[src/rtl/tdm_slot_mux.sv]
module tdm_slot_mux #(
  parameter int NSLOT = 64,
  parameter int BW    = 8
) (
  input  logic                     clk,
  input  logic                     rst_n,
  input  logic                     bit_en,
  input  logic [BW-1:0]            idle_byte,
  input  logic                     map_we,
  input  logic [$clog2(NSLOT)-1:0] map_addr,
  input  logic [1:0]               map_data,
  input  logic                     a_empty,
  input  logic [BW-1:0]            a_data,
  output logic                     a_rd,
  input  logic                     b_empty,
  input  logic [BW-1:0]            b_data,
  output logic                     b_rd,
  output logic                     tx_bit,
  output logic                     frame_pulse,
  output logic                     a_underrun,
  output logic                     b_underrun
);
  localparam int SW = $clog2(NSLOT);
  localparam int CW = $clog2(BW);
  localparam logic [1:0] CODE_A = 2'b01;
  localparam logic [1:0] CODE_B = 2'b10;

  logic [1:0]    shadow_map [NSLOT];
  logic [1:0]    live_map   [NSLOT];
  logic [SW-1:0] slot;
  logic [CW-1:0] bitc;
  logic [BW-1:0] sh;

  wire           last_bit  = (bitc == CW'(BW-1));
  wire           wrap      = (slot == SW'(NSLOT-1));
  wire           slot_step = bit_en & last_bit;
  wire [SW-1:0]  nslot     = wrap ? '0 : slot + SW'(1);
  wire [1:0]     ncode     = wrap ? shadow_map[0] : live_map[nslot];
  wire           want_a    = slot_step & (ncode == CODE_A);
  wire           want_b    = slot_step & (ncode == CODE_B);

  assign a_rd        = want_a & ~a_empty;
  assign b_rd        = want_b & ~b_empty;
  assign tx_bit      = sh[BW-1];
  assign frame_pulse = wrap & last_bit;

  always_ff @(posedge clk) begin
    if (!rst_n) begin
      for (int i = 0; i < NSLOT; i++) shadow_map[i] <= 2'b00;
    end else if (map_we) begin
      shadow_map[map_addr] <= map_data;
    end
  end

  always_ff @(posedge clk) begin
    if (!rst_n) begin
      for (int i = 0; i < NSLOT; i++) live_map[i] <= 2'b00;
    end else if (slot_step && wrap) begin
      for (int i = 0; i < NSLOT; i++) live_map[i] <= shadow_map[i];
    end
  end

  always_ff @(posedge clk) begin
    if (!rst_n) begin
      slot <= SW'(NSLOT-1);
      bitc <= CW'(BW-1);
      sh   <= '1;
    end else if (bit_en) begin
      if (last_bit) begin
        bitc <= '0;
        slot <= nslot;
        sh   <= a_rd ? a_data : (b_rd ? b_data : idle_byte);
      end else begin
        bitc <= bitc + CW'(1);
        sh   <= {sh[BW-2:0], 1'b0};
      end
    end
  end

  always_ff @(posedge clk) begin
    if (!rst_n) begin
      a_underrun <= 1'b0;
      b_underrun <= 1'b0;
    end else begin
      if (want_a && a_empty) a_underrun <= 1'b1;
      if (want_b && b_empty) b_underrun <= 1'b1;
    end
  end
endmodule

[config.mk]
export PLATFORM = sky130hd
export DESIGN_NAME = tdm_slot_mux
export DESIGN_NICKNAME = d
export VERILOG_FILES = /design/src/rtl/tdm_slot_mux.sv
export SDC_FILE = /design/constraint.sdc
export NUM_CORES = 1
export LEC_CHECK = 0
export BUFFER_PORTS_ARGS = -buffer_cell sky130_fd_sc_hd__clkbuf_2
export CAP_MARGIN = 20
export CORE_MARGIN = 3
export CORE_UTILIZATION = 61
export DETAILED_ROUTE_END_ITERATION = 12
export PLACE_DENSITY = 0.85
export SYNTH_ARGS = -nofsm -noshare
export SYNTH_HDL_FRONTEND = slang
export SYNTH_SLANG_ARGS = --single-unit
[constraint.sdc]
create_clock -name clk -period 9.01 [get_ports clk]
set_input_delay 0.4505 -clock clk [delete_from_list [all_inputs] [get_ports clk]]
set_output_delay 0.4505 -clock clk [all_outputs]
set_load 0.005 [all_outputs]
==> impl_metrics.json <==
{
  "viasPerCell": 6.20,
  "wl_mm": 28.5,
  "final-hold-violation-count": 0,
  "clock_sinks": 275,
  "power_density_mw_per_mm2": 233,
  "clock.fmax_mhz": 174,
  "critPathRequiredTime_ns": 8.56,
  "synth_edf_count": 256,
  "final_layout_size_suffix_gt1_share_pct": 13.8,
  "synth_area_mm2": 0.0129,
  "grt_setup_unrepaired": "false",
  "pin_count": 44,
  "area_delta_synth_final_pct": 9.33,
  "root_buffer": "clkbuf_16",
  "ant_nets": 0,
  "synth_area_leaders": "edfxtp_1 59%, and3_1 6.3%, and2_1 6.3%, nand2_1 5.3%, dfxtp_1 2.9%",
  "yosys.cell_types.count": 72,
  "drv_cap": 0,
  "p_leak_nw": 5.83,
  "path_class": "register to output pin",
  "postCtsHoldBufs": 0,
  "grt_pass1_wl_mm": 42.9,
  "drc": 0,
  "grt_pass1_vias": 7853,
  "nNetsFinal": 1117,
  "cts_resized": 0,
  "relSlewSlack_pct": 25.3,
  "cp_data_arrival_time_ns": 5.31,
  "finalCriticalPeriod_ns": 5.76,
  "cts_tree": "done",
  "async_reset_ff_share_pct": 0,
  "outcome": "finished clean",
  "tns_ns": 0,
  "setup_viol": 0,
  "fin_crit_sh_pct": 63.9,
  "ys_ff_latch": 275,
  "row_count": 52,
  "htreeDepth": 1,
  "grt_max_degree": 75,
  "fin_cells": 1368,
  "synth_area_per_cell_um2": 12.0,
  "skew_ns": 0.0101,
  "syn_inst": 1074,
  "endpoint_kind": "output pin",
  "yosysTopAreaCell": "edfxtp_1",
  "drv_slew": 0,
  "start_util_pct": 62.9,
  "cts_max_path_buffers": 3,
  "grt-ovfl-total": 0,
  "max_slew.worst_pin.slew_ns": 1.12,
  "portBuffers": 43,
  "nFillCells": 1403,
  "drt_iter0_markers": 969,
  "antenna_found_initial": 0,
  "vdd_drop_max_mv": 0.145,
  "dieArea_mm2": 0.0230,
  "ys.flop_type": "edfxtp_1",
  "yosysWarningCount": 0,
  "gp_congestion": 0.895,
  "dp.cells": 1312,
  "dieWidth_um": 152,
  "firstDrtPassIters": 6,
  "post-cts-setup-buffers": 0,
  "diodes": 0,
  "hpwl_mm": 17.0,
  "grt_usage_pct": 24.6,
  "hp-class": "input port to register",
  "synth_top_cell_area_share_pct": 59.4,
  "wl_per_cell_um": 20.9,
  "clock_latency_ns": 0.54,
  "synth.net_count": 1115,
  "critPathLaunchType": "register",
  "cp_max_fo": 26,
  "ys_seq_area_share_pct": 62.4,
  "die_h_um": 152,
  "route.vias.total": 8479,
  "clk_pin_slew_ns": 0.07,
  "cts_buffers": 29,
  "fp.coreArea_mm2": 0.0206
}
## cells in the mapped netlist (all sizes together) (9+ instances only)
| cell | count |
|---|---|
| a211oi | 11 |
| a21oi | 19 |
| a31oi | 9 |
| and2 | 132 |
| and3 | 132 |
| buf | 13 |
| clkbuf | 80 |
| dfxtp | 19 |
| edfxtp | 256 |
| inv | 13 |
| mux2i | 36 |
| mux4 | 10 |
| nand2 | 183 |
| nand3 | 15 |
| nor2 | 29 |
| nor3 | 13 |
| o21ai | 22 |
## routing by layer
| layer | vias to the layer above | routed length, um | global-route usage [%] |
|---|---|---|---|
| met3 | 74 | 2900 | 4.88 |
| met4 | 0 | 1040 | 9.84 |
| met5 | - | 0 | 0 |
| met2 | 468 | 13500 | 40.2 |
| li1 | 3872 | - | - |
| met1 | 4065 | 11100 | 32.8 |
## worst max-delay path: stages (launching register included)
cell and delay, ns:
dfxtp_1 0.98, ha_1 0.69, nand3_2 0.21, o21ai_4 0.72, mux4_2 0.58, or2_0 0.22, a221o_1 0.36, a211oi_4 0.35
o2111ai_1 0.23, buf_4 0.25, inv_1 0.06, clkbuf_2 0.10
## per-stage QoR
step                total power, W  cell area, um2  utilization (%)  worst slack (ns)  hold WS [ns]
global route               0.00341           14100             68.8              3.03         0.130
CTS                        0.00329           14100             68.7              3.09         0.121
finish                     0.00330           14100             68.8              3.25         0.128
global placement           0.00210           13200             64.1              3.76         0.449
floorplan                  0.00198           12900                -              4.58         0.446
detailed placement         0.00212           13200             64.1              3.64         0.473
## registers in the layout, summed over array words and instances, names as in the netlist
name        flops
a_underrun      1
b_underrun      1
bitc            3
live_map      128
sh              8
shadow_map    128
slot            6
## area by class of cell
type	count	area (um2)	share of cell area, %
Clock buffer	30	729	5.16
Sequential cell	275	8070	57.1
Tap cell	270	338	2.39
Timing Repair Buffer	64	375	2.65
Multi-Input combinational cell	693	4370	30.9
Clock inverter	23	215	1.52
Inverter	13	48.8	0.345
## cells in the final DEF, fill, tap and decap left out, types with 4 or more instances in the layout
cell | synthesis | routed
clkbuf_16 | 0 | 29
o2111ai_1 | 5 | 5
a21oi_1 | 18 | 18
nor3_1 | 13 | 10
and3_1 | 131 | 131
nor2_1 | 29 | 28
nor2b_1 | 4 | 4
a31oi_1 | 8 | 8
mux4_2 | 7 | 7
a211oi_1 | 8 | 8
and2_1 | 130 | 130
nand3_1 | 13 | 13
xnor2_1 | 5 | 5
dfxtp_1 | 19 | 19
nand2_1 | 182 | 181
o221ai_1 | 4 | 4
inv_1 | 13 | 13
mux2i_1 | 36 | 36
bufinv_16 | 0 | 4
o21ai_0 | 21 | 21
mux2_2 | 7 | 7
clkinv_2 | 0 | 9
clkbuf_2 | 0 | 42
edfxtp_1 | 256 | 256
buf_4 | 2 | 22
clkinv_1 | 0 | 7
## cell families after synthesis
group / after synthesis / share of synthesized area [%]
AOI/OAI and AO/OA: 101 / 5.83
xor gates and xnor gates: 7 / 0.474
adders and majority gates: 3 / 0.290
buffers and inverters: 106 / 4.24
DFF: 275 / 62.4
muxes: 53 / 5.22
and+or+nand+nor: 529 / 21.6
## where the power goes
part           switching [W]  internal [W]
Combinational       0.000357      0.000197
Sequential         0.0000541       0.00151
Clock               0.000485      0.000700
Total               0.000895       0.00241
## worst paths after layout
| kind | slack (ns) | end | start | cells past startpoint |
|---|---|---|---|---|
| worst max-delay path | 3.25 | b_rd | slot[0] | 11 |
| worst min-delay path | 0.13 | sh[0] | a_data[0] | 3 |
| worst max register to register | 3.95 | sh[7] | slot[0] | 11 |
| worst min register to register | 0.48 | b_underrun | b_underrun | 1 |
(Power assumes the default switching activity.)
